**config.mk**
```make
export PLATFORM = sky130hd
export DESIGN_NAME = coin_change_top
export DESIGN_NICKNAME = d
export VERILOG_FILES = /design/src/rtl/coin_change_pkg.sv /design/src/rtl/coin_cand_check.sv /design/src/rtl/coin_prio_pick.sv /design/src/rtl/coin_out_mux.sv /design/src/rtl/coin_change_top.sv
export SDC_FILE = /design/constraint.sdc
export NUM_CORES = 1
export LEC_CHECK = 0
export BUFFER_PORTS_ARGS = -buffer_cell sky130_fd_sc_hd__buf_2
export CORE_AREA = 2 2 39 41
export DETAILED_ROUTE_END_ITERATION = 6
export DIE_AREA = 0 0 41 43
export SYNTH_ARGS = -nofsm -noshare
export SYNTH_HDL_FRONTEND = slang
export SYNTH_SLANG_ARGS = --single-unit
```
**constraint.sdc**
```tcl
create_clock -name vclk -period 1.5
set_input_delay 0.225 -clock vclk [all_inputs]
set_output_delay 0.225 -clock vclk [all_outputs]
set_load 0.02 [all_outputs]
```
**src/rtl/coin_change_pkg.sv**
```systemverilog
// Package: coin values and the candidate mix table.
// The table is derived by arithmetic, never written out.
// Candidate index 0 holds the most 10-cent pieces. Each later index holds one fewer.
package coin_change_pkg;

    localparam int unsigned DIME_VALUE   = 10;
    localparam int unsigned NICKEL_VALUE = 5;
    localparam int unsigned CHANGE_VALUE = 25;

    // Number of large coins used by candidate idx
    function automatic int unsigned cand_dimes(input int unsigned idx,
                                               input int unsigned max_d);
        return max_d - idx;
    endfunction

    // Cents left for small coins after the large coins of candidate idx
    function automatic int unsigned cand_rest(input int unsigned idx,
                                              input int unsigned max_d,
                                              input int unsigned change,
                                              input int unsigned dval);
        return change - cand_dimes(idx, max_d) * dval;
    endfunction

    // Number of small coins used by candidate idx
    function automatic int unsigned cand_nickels(input int unsigned idx,
                                                 input int unsigned max_d,
                                                 input int unsigned change,
                                                 input int unsigned dval,
                                                 input int unsigned nval);
        return cand_rest(idx, max_d, change, dval) / nval;
    endfunction

    // 1 when the small coins pay the remainder exactly
    function automatic bit cand_exact(input int unsigned idx,
                                      input int unsigned max_d,
                                      input int unsigned change,
                                      input int unsigned dval,
                                      input int unsigned nval);
        return (cand_rest(idx, max_d, change, dval) % nval) == 0;
    endfunction

endpackage

```
**src/rtl/coin_cand_check.sv**
```systemverilog
// Tests one candidate mix against the stock.
// Assumes the mix constants are already reduced: a mix that cannot pay exactly has EXACT = 0.
// The candidate is feasible when it pays exactly and both counts cover its needs.
module coin_cand_check #(
    parameter int unsigned CNT_W  = 4,
    parameter int unsigned NEED_D = 2,
    parameter int unsigned NEED_N = 1,
    parameter bit          EXACT  = 1'b1
) (
    input  logic [CNT_W-1:0] dime_count,
    input  logic [CNT_W-1:0] nickel_count,
    output logic             feasible
);

    // Compare both counts with what this mix consumes
    always_comb begin
        feasible = EXACT
                && (int'({1'b0, dime_count})   >= int'(NEED_D))
                && (int'({1'b0, nickel_count}) >= int'(NEED_N));
    end

endmodule

```
**src/rtl/coin_prio_pick.sv**
```systemverilog
// Fixed-priority picker: grants the lowest-index feasible candidate.
// Assumes index 0 is the preferred mix, the one with the most large coins.
module coin_prio_pick #(
    parameter int unsigned NUM = 3
) (
    input  logic [NUM-1:0] feasible,
    output logic [NUM-1:0] grant,
    output logic           none
);

    // Walk from the highest priority downward and keep the first hit
    always_comb begin
        logic taken;
        taken = 1'b0;
        grant = '0;
        for (int i = 0; i < int'(NUM); i++) begin
            if (feasible[i] && !taken) begin
                grant[i] = 1'b1;
                taken    = 1'b1;
            end
        end
        none = !taken;

        assert_grant_onehot_R6: assert ($onehot0(grant))
            else $error("grant not one-hot");
        assert_grant_feasible_R2: assert ((grant & ~feasible) == '0)
            else $error("grant on infeasible candidate");
        assert_flag_consistent_R6: assert (none == (feasible == '0))
            else $error("none flag disagrees with feasibility");
        for (int i = 0; i < int'(NUM); i++) begin
            for (int j = 0; j < i; j++) begin
                assert_priority_R4: assert (!(grant[i] && feasible[j]))
                    else $error("lower-priority mix chosen over feasible one");
            end
        end
    end

endmodule

```
**src/rtl/coin_out_mux.sv**
```systemverilog
// Turns the one-hot grant into coin counts.
// Assumes grant is one-hot or all zero.
// With an all-zero grant both counts are driven to zero.
module coin_out_mux
    import coin_change_pkg::*;
#(
    parameter int unsigned NUM    = 3,
    parameter int unsigned D_W    = 2,
    parameter int unsigned N_W    = 3,
    parameter int unsigned MAX_D  = 2,
    parameter int unsigned CHANGE = 25,
    parameter int unsigned DVAL   = 10,
    parameter int unsigned NVAL   = 5
) (
    input  logic [NUM-1:0] grant,
    output logic [D_W-1:0] give_dimes,
    output logic [N_W-1:0] give_nickels
);

    // OR together the coin counts of the granted candidate
    always_comb begin
        give_dimes   = '0;
        give_nickels = '0;
        for (int i = 0; i < int'(NUM); i++) begin
            if (grant[i]) begin
                give_dimes   = give_dimes
                             | D_W'(cand_dimes(i, MAX_D));
                give_nickels = give_nickels
                             | N_W'(cand_nickels(i, MAX_D, CHANGE, DVAL, NVAL));
            end
        end

        if (grant != '0) begin
            assert_sum_exact_R1: assert (int'({1'b0, give_dimes}) * int'(DVAL)
                                       + int'({1'b0, give_nickels}) * int'(NVAL)
                                       == int'(CHANGE))
                else $error("dispensed value not exact");
        end else begin
            assert_idle_zero_R6: assert (give_dimes == '0 && give_nickels == '0)
                else $error("coins given while refusing");
        end
    end

endmodule

```
**src/rtl/coin_change_top.sv**
```systemverilog
// Top level: chooses a mix of large and small coins worth CHANGE.
// Prefers the mix with the most large coins.
// Purely combinational. Assumes the counts are stable, known unsigned values.
module coin_change_top
    import coin_change_pkg::*;
#(
    parameter int unsigned CNT_W  = 4,
    parameter int unsigned CHANGE = CHANGE_VALUE,
    parameter int unsigned DVAL   = DIME_VALUE,
    parameter int unsigned NVAL   = NICKEL_VALUE
) (
    input  logic [CNT_W-1:0]                          dime_count,
    input  logic [CNT_W-1:0]                          nickel_count,
    output logic [$clog2(CHANGE/DIME_VALUE+1)-1:0]   give_dimes,
    output logic [$clog2(CHANGE/NICKEL_VALUE+1)-1:0] give_nickels,
    output logic                                      no_change
);

    localparam int unsigned MAX_D = CHANGE / DVAL;
    localparam int unsigned MAX_N = CHANGE / NVAL;
    localparam int unsigned NUM   = MAX_D + 1;
    localparam int unsigned D_W   = $clog2(CHANGE / DIME_VALUE + 1);
    localparam int unsigned N_W   = $clog2(CHANGE / NICKEL_VALUE + 1);

    logic [NUM-1:0] feasible;
    logic [NUM-1:0] grant;
    logic           none;

    // One feasibility test per candidate mix
    for (genvar g = 0; g < int'(NUM); g++) begin : g_cand
        coin_cand_check #(
            .CNT_W  (CNT_W),
            .NEED_D (cand_dimes(g, MAX_D)),
            .NEED_N (cand_nickels(g, MAX_D, CHANGE, DVAL, NVAL)),
            .EXACT  (cand_exact(g, MAX_D, CHANGE, DVAL, NVAL))
        ) u_check (
            .dime_count   (dime_count),
            .nickel_count (nickel_count),
            .feasible     (feasible[g])
        );
    end

    coin_prio_pick #(
        .NUM (NUM)
    ) u_pick (
        .feasible (feasible),
        .grant    (grant),
        .none     (none)
    );

    coin_out_mux #(
        .NUM    (NUM),
        .D_W    (D_W),
        .N_W    (N_W),
        .MAX_D  (MAX_D),
        .CHANGE (CHANGE),
        .DVAL   (DVAL),
        .NVAL   (NVAL)
    ) u_mux (
        .grant        (grant),
        .give_dimes   (give_dimes),
        .give_nickels (give_nickels)
    );

    // Drive the refusal flag from the picker
    always_comb begin
        no_change = none;
    end

    // Keeps MAX_N visibly in range of the small-coin output width
    initial begin
        assert_width_fits_R9: assert (MAX_N < (1 << N_W))
            else $error("small-coin output too narrow");
    end

endmodule

```
==> key figures, run 1 <==
Run status
  – Status: finished, final reports clean

Worst setup path
  – Critical path class: in -> out
  – Worst setup SP type: input port
  – Max incr delay on CP: 0.40 ns
  – Worst-path cell chain: buf_2 -> or3_1 -> a211o_1 -> buf_2
  – Slowest cell on crit path: or3_1
  – Worst-path maximum fanout: 5
  – Crit path DAT: roughly 1.2 ns
  – Critical Path End Type: output port
  – CP most frequent cell: buf_2
  – WP data required: 1.27 ns

Final layout
  – Reg area: 0 sq um
  – Multi-input gate area: 97.59 sq um
  – Clk_buf instances: 0
  – Seq Cell Count: 0
  – Number of antenna diodes: 0
  – Synth-to-layout area growth: 85.71%
  – Fin nets: 38
  – # fillers: 163
  – Share of layout cells above drive strength 1: 60.71%

Timing
  – RSZ-0062 raised after global routing: no
  – Highest Clock Rate: 696.1 MHz
  – Relative slew margins: 84.06%
  – Setup tns final: 0 ns
  – Final worst path period share: 95.78%
  – Final max-slew violation count: 0
  – Post-route setup slack: about 0.063 ns
  – Final Hold Viols: 0
  – Minimum clock period: 1.437 ns
  – Setup violators final: 0
  – Worst-Margin Slew: 0.2377 ns

Power
  – Power density over cell area: 235.3 mW/mm^2
  – Worst vdd ir: 0.04753 mV
  – Leakage: 0.08738 nW

Place
  – Pre-CTS WS: 0.04586 ns
  – Placer Congestion: 0.5415
  – Port Buffers: 14

Logic synthesis
  – Largest family of logic cells by synthesized area: compound AO/OA/AOI/OAI gates
  – Xor-xnor portion of the synthesized cell area: 0%
  – Synth Area in Adders: 0%
  – Post-Synthesis Cells: 16
  – Post-Syn Area: 105.1 sq um
  – Syn_nets: 24
  – Yosys warns: 0
  – Register area share after synthesis: 0%
  – Post-synthesis mux area share: 0%
  – Compound-cell area share of the yosys netlist: 59.52%
  – Post-Synth Simple-Gate Area: 19.05%
  – Syn avg cell area: 6.569 sq um
  – Unique cell type count in the Yosys netlist: 9

Detailed routing
  – DR vias/cell: 3.864
  – Via count: 170
  – Wire per inst: approximately 8 microns
  – Iter 0 DRT Violations: 2
  – Final wirelength: 359 microns
  – DRC violations left: 0
  – Drt first pass iters: 2
  – Antenna-violating nets left: 0

Global routing
  – First-pass GRT wire length: slightly below 500 microns
  – Antenna violations before repair: 0
  – GR met3 Demand/Resource: 0%
  – Grt total ovfl: 0
  – Vias in the first global route: 137
  – Largest net degree at the start of global routing: 7
  – Met1 Usage GRT: 4.430%
  – All-layer global routing usage: 3.596%
  – GR peak layer: met2
  – Met2 Use GR: 6.875%

Flow run
  – Max-Cap Viols: 0

Die
  – I/O pins: 14
  – Total core area: about 0.0014 sq mm
  – Die height: ~43 microns
  – Die W: 41 microns
  – Starting Density: 7.595%
  – Total die area: roughly 0.0018 sq mm
  – Cell Rows: 14

Clock network
  – Postcts setup bufs: 0

Hold path
  – Worst Hold Class: in -> out
## kinds of logic (layout without fill, tap and decap cells)
logic type,after synthesis,count (layout)
and+or+nand+nor,3,3
AOI/OAI and AO/OA,9,9
buffers and inverters,4,16
## placed cells by master, fill, tap and decap left out, drive strengths merged
cell	count
buf	14
o21ai	2
nor3b	1
or3	2
a21oi	2
o41a	1
a211o	1
a211oi	3
inv	2
## critical path: cells and delay by family
kind	cells	cell delay, ns
AOI/OAI and AO/OA	1	0.30
buffers and inverters	2	0.29
and+or+nand+nor	1	0.40
## power by group
group	internal (mW)	switching, mW	total, mW	leakage [nW]
sequential	0	0	0	0
clock	0	0	0	0
combinational	0.0196	0.0264	0.0459	0.0874
total	0.0196	0.0264	0.0459	0.0874
## repair_timing
action | in CTS | in global routing
hold buffers | 0 | 0
setup endpoints to repair | 0 | 1
resized for setup | 0 | 2
## final cells by class
class                      count  share of cell area [%]
timing repair buffer          14                   35.90
tap                           16                   10.26
multi-input combinational     12                   50.00
inverter                       2                   3.846
## synth_stat cells
library cell,instances,area (sq um)
a211o_1,1,8.760
a211oi_1,3,22.52
a21oi_1,2,10.01
buf_4,2,15.01
inv_1,2,7.510
nor3b_1,1,7.510
o21ai_0,2,10.01
o41a_1,1,11.26
or3_1,2,12.51
## per-stage QoR
| step | std cells | cell area, sq um | util, % | hold WS, ns | power (mW) |
|---|---|---|---|---|---|
| final | 44 | 195.2 | 14.10 | 0.7447 | 0.04594 |
| after global routing | 44 | 195.2 | 14.10 | 0.7595 | 0.05123 |
| after CTS | 44 | 185.2 | 13.38 | 0.7468 | 0.04381 |
| after detailed placement | 44 | 185.2 | 13.38 | 0.7479 | 0.04373 |
| after global placement | 44 | 185.2 | 13.38 | 0.7473 | 0.04265 |
| after floorplan | 16 | 110.1 | - | 0.5291 | 0.02370 |
## layer usage
layer / up-vias / part of all wire (%) / wire length, microns
met5: - / 0 / 0
met4: 0 / 0 / 0
met3: 0 / 14 / 49
met2: 11 / 40 / 145
met1: 71 / 46 / 164
li1: 88 / - / -
## final timing paths
kind                            start         endpoint  slack [ns]  cells after the start
worst max-delay path  nickel_count[0]  give_nickels[0]        0.06                      4
worst min-delay path    dime_count[0]  give_nickels[2]        0.74                      3
(Power assumes the default switching activity.)
==> run 2: changes to the inputs <==
ABC_AREA = 1   (was unset)
==> key figures, run 2 <==
Logic synthesis
  – Post-synth top area cell: nand2_1
  – Top-count cell post-synth: nand2_1
  – Top post-synthesis cells by area: nand2_1 23%, inv_1 16%, nand2_2 16%
  – Post-Syn Area: 115.1 sq um
  – Top cells by count, synth: 7 x nand2_1, 5 x inv_1, 5 x nor2_1
  – Unique cell type count in the Yosys netlist: 7
  – Register area share after synthesis: 0%
  – Syn_nets: 33
  – Post-Synthesis Cells: 25
  – Syn avg cell area: 4.604 sq um
  – Share of the synthesized area in the top cell type: 22.83%
  – Yosys warns: 0

Final layout
  – Fin nets: 47
  – Most common cell after layout, fill and taps aside: buf_2
  – Share of layout cells above drive strength 1: 51.35%
  – Fin cells: 53
  – Number of antenna diodes: 0
  – Reg area: 0 sq um
  – Clk_buf instances: 0
  – Seq Cell Count: 0
  – Most frequent cells in the layout: 14 x buf_2, 7 x nand2_1, 5 x nor2_1, 5 x inv_1, 3 x nand2_2
  – Synth-to-layout area growth: 65.22%

Worst setup path
  – Critical Path End Type: output port
  – Critical path class: in -> out
  – Crit path DAT: 0.95 ns
  – Max incr delay on CP: 0.17 ns
  – Worst-path maximum fanout: 3
  – Cell count along the critical path: 7
  – Slowest cell on crit path: buf_2
  – WP data required: 1.27 ns
  – CP most frequent cell: buf_2
  – CP delay by family, top: simple AND/OR/NAND/NOR gates
  – Worst-path cell chain: buf_2 -> nor2_2 -> nand2_1 -> nand2_2 -> inv_1 -> nor2_1 -> buf_2
  – Buffers and inverters on the worst path: 3
  – Worst setup SP type: input port

Global routing
  – Antenna violations before repair: 0
  – First-pass GRT wire length: 386 microns
  – All-layer global routing usage: 2.897%
  – Grt total ovfl: 0
  – Met2 Use GR: 3.750%
  – Met1 Usage GRT: 5.063%
  – Largest net degree at the start of global routing: 4
  – GR peak layer: met1
  – Vias in the first global route: 90
  – GR met3 Demand/Resource: less than 1%

Die
  – Starting Density: under 10%
  – Total core area: 0.001384 sq mm
  – Cell Rows: 14
  – Total die area: 0.001763 sq mm
  – Die height: 43 microns
  – I/O pins: 14
  – Die W: 41 microns

Timing
  – Worst-Margin Slew: 0.1310 ns
  – Highest Clock Rate: 847.9 MHz
  – RSZ-0062 raised after global routing: no
  – Final max-slew violation count: 0
  – Setup violators final: 0
  – Relative slew margins: 91.23%
  – Setup tns final: 0 ns
  – Final worst path period share: 78.63%
  – Final Hold Viols: 0
  – Minimum clock period: 1.179 ns

Hold path
  – Worst Hold Class: in -> out
  – Hold depth: 6

Flow run
  – Max-Cap Viols: 0

Clock network
  – Hold_buf cts: 0
  – Resized cells post-CTS: 0
  – Postcts setup bufs: 0

Place
  – Placer Congestion: 0.5987
  – Placed insts: 53
  – Final HPWL DP: 294.8 microns
  – Port Buffers: 14

Power
  – Power density over cell area: 236.3 mW/mm^2
  – Leakage: 0.1183 nW
  – Power, Total: 0.04495 mW
  – Worst vdd ir: between 0.05 and 0.06 mV

Detailed routing
  – Via count: 161
  – Drt first pass iters: 2
  – Iter 0 DRT Violations: 3
  – Final wirelength: a little over 300 microns
  – Antenna-violating nets left: 0
  – DR vias/cell: 3.038
  – DRC violations left: 0
  – Wire per inst: 5.774 microns

Run status
  – Status: finished, final reports clean
## run 2: changes by cell type after synthesis, sizes merged, moves of 2 or more
cell    before  now
o21ai        2    0
a21oi        2    0
inv          2    5
a211oi       3    0
nand2        0   10
nor2         0    7
or3          2    0
## run 2: area by class of cell
cell class         count  area (sq um)
fillers              166          1194
multi-input cells     18         81.33
repair buffers        14         70.07
well taps             16         20.02
inverters              5         18.77
## run 2: kinds of logic after synthesis
group,count (synthesis),share of synthesized area (%)
buffers and inverters,7,29.35
AND/OR/NAND/NOR,18,70.65
## run 2: final timing paths
check / start / to / slack, ns
worst max-delay path: nickel_count[2] / give_nickels[1] / 0.32
worst min-delay path: dime_count[0] / give_nickels[0] / 0.91
## run 2: per-layer routing
layer / vias to the layer above / share of wire, %
li1: 94 / -
met1: 56 / 50
met2: 11 / 32
met3: 0 / 17
met4: 0 / 0
met5: - / 0
## run 2: power by group
| part | switching, mW | internal (mW) | total (mW) |
|---|---|---|---|
| logic | 0.0269 | 0.0180 | 0.0449 |
| registers | 0 | 0 | 0 |
| clock network | 0 | 0 | 0 |
| total | 0.0269 | 0.0180 | 0.0449 |
## run 2: metrics by stage
step	area, sq um	util (%)	setup WS (ns)	hold WS, ns
detailed placement	190.2	13.74	0.3169	0.9186
floorplan	115.1	-	0.2058	0.7021
global placement	190.2	13.74	0.3370	0.9064
CTS	190.2	13.74	0.3154	0.9193
finish	190.2	13.74	0.3206	0.9124
global route	190.2	13.74	0.2225	0.9511
## run 2: tightest hold or removal path, cell delays in order
cell     delay (ns)
buf_2          0.07
nor2_1         0.03
nand2_1        0.06
nand2_2        0.06
nand3_1        0.08
buf_2          0.16
==> run 3: changes to the inputs <==
clock period = 1.2 ns   (was 1.5 ns; I/O delays follow)
==> key figures, run 3 (synthesized netlist as in run 2, its figures left out) <==
Final layout
  – Design Area, Final: 192.7 sq um
  – # fillers: 170
  – Most common cell after layout, fill and taps aside: buf_2
  – Most frequent cells in the layout: 14 x buf_2, 7 x nand2_1, 5 x inv_1
  – Reg area: 0 sq um
  – Synth-to-layout area growth: 67.39%
  – Seq Cell Count: 0
  – Share of layout cells above drive strength 1: 54.05%
  – Core Util, Final: between 10 and 15%
  – Fin nets: 47
  – Clk_buf instances: 0
  – Fin cells: 53
  – Number of antenna diodes: 0

Place
  – Area post-placement: 192.7 sq um
  – Port Buffers: 14
  – Placed insts: 53
  – Placer Congestion: 0.6014
  – Pre-CTS WS: 0.1108 ns
  – Final HPWL DP: between 300 and 400 microns

Timing
  – Post-route setup slack: 0.1291 ns
  – Setup violators final: 0
  – Minimum clock period: around 1.1 ns
  – Final worst path period share: 89.24%
  – RSZ-0062 raised after global routing: no
  – Relative slew margins: 92.18%
  – Worst-Margin Slew: 0.1168 ns
  – Setup tns final: 0 ns
  – Final max-slew violation count: 0
  – WHS: slightly above 0.8 ns
  – Highest Clock Rate: 933.8 MHz
  – Final Hold Viols: 0

Worst setup path
  – Critical Path End Type: output port
  – Critical path class: in -> out
  – Crit path DAT: 0.89 ns
  – WP data required: 1.02 ns
  – Worst setup SP type: input port
  – Worst-path maximum fanout: 3

Hold path
  – Worst Hold Class: in -> out

Die
  – Die W: 41 microns
  – Total core area: 0.001384 sq mm
  – Starting Density: 8.318%
  – Total die area: 0.001763 sq mm
  – Die height: 43 microns
  – Cell Rows: 14
  – I/O pins: 14

Clock network
  – Resized cells post-CTS: 0
  – Hold_buf cts: 0
  – Postcts setup bufs: 0

Detailed routing
  – Drt first pass iters: 1
  – Via count: 158
  – DR vias/cell: 2.981
  – Antenna-violating nets left: 0
  – Iter 0 DRT Violations: 0
  – Final wirelength: 308 microns
  – DRC violations left: 0
  – Wire per inst: 5.811 microns

Global routing
  – Vias in the first global route: around 150
  – Antenna violations before repair: 0
  – Largest net degree at the start of global routing: 4
  – Grt total ovfl: 0
  – First-pass GRT wire length: 489 microns
  – All-layer global routing usage: 3.596%

Run status
  – Status: finished, final reports clean

Power
  – Power density over cell area: 294.9 mW/mm^2
  – Worst vdd ir: 0.09022 mV
  – Power, Total: between 0.05 and 0.06 mW
  – Leakage: 0.1181 nW

Flow run
  – Max-Cap Viols: 0
-- run 3: power by group --
part / switching [mW] / internal, mW / leakage [nW]
combinational: 0.0340 / 0.0228 / 0.118
sequential: 0 / 0 / 0
clock: 0 / 0 / 0
total: 0.0340 / 0.0228 / 0.118
-- run 3: area by class of cell --
type	count	area [sq um]	share of cell area [%]
tap	16	20.02	10.39
inverter	5	18.77	9.740
timing repair buffer	14	70.07	36.36
multi-input combinational	18	83.83	43.51
-- run 3: critical path, cell delays in order --
cell	delay [ns]
buf_2	0.10
nor2_2	0.13
nand2_1	0.08
nand2_2	0.10
nand2_2	0.06
nor2_1	0.08
buf_2	0.17
-- run 3: final timing paths --
path | cells after the start | slack (ns) | from | end
hold / removal | 6 | 0.82 | dime_count[2] | give_nickels[0]
setup / recovery | 7 | 0.13 | nickel_count[2] | give_nickels[2]
-- run 3: routing by layer --
layer / vias up / routed length, microns / track usage, %
li1: 93 / - / -
met1: 56 / 124 / 4.114
met2: 9 / 133 / 6.875
met3: 0 / 50 / 0.5236
met4: 0 / 0 / 0
met5: - / 0 / 0
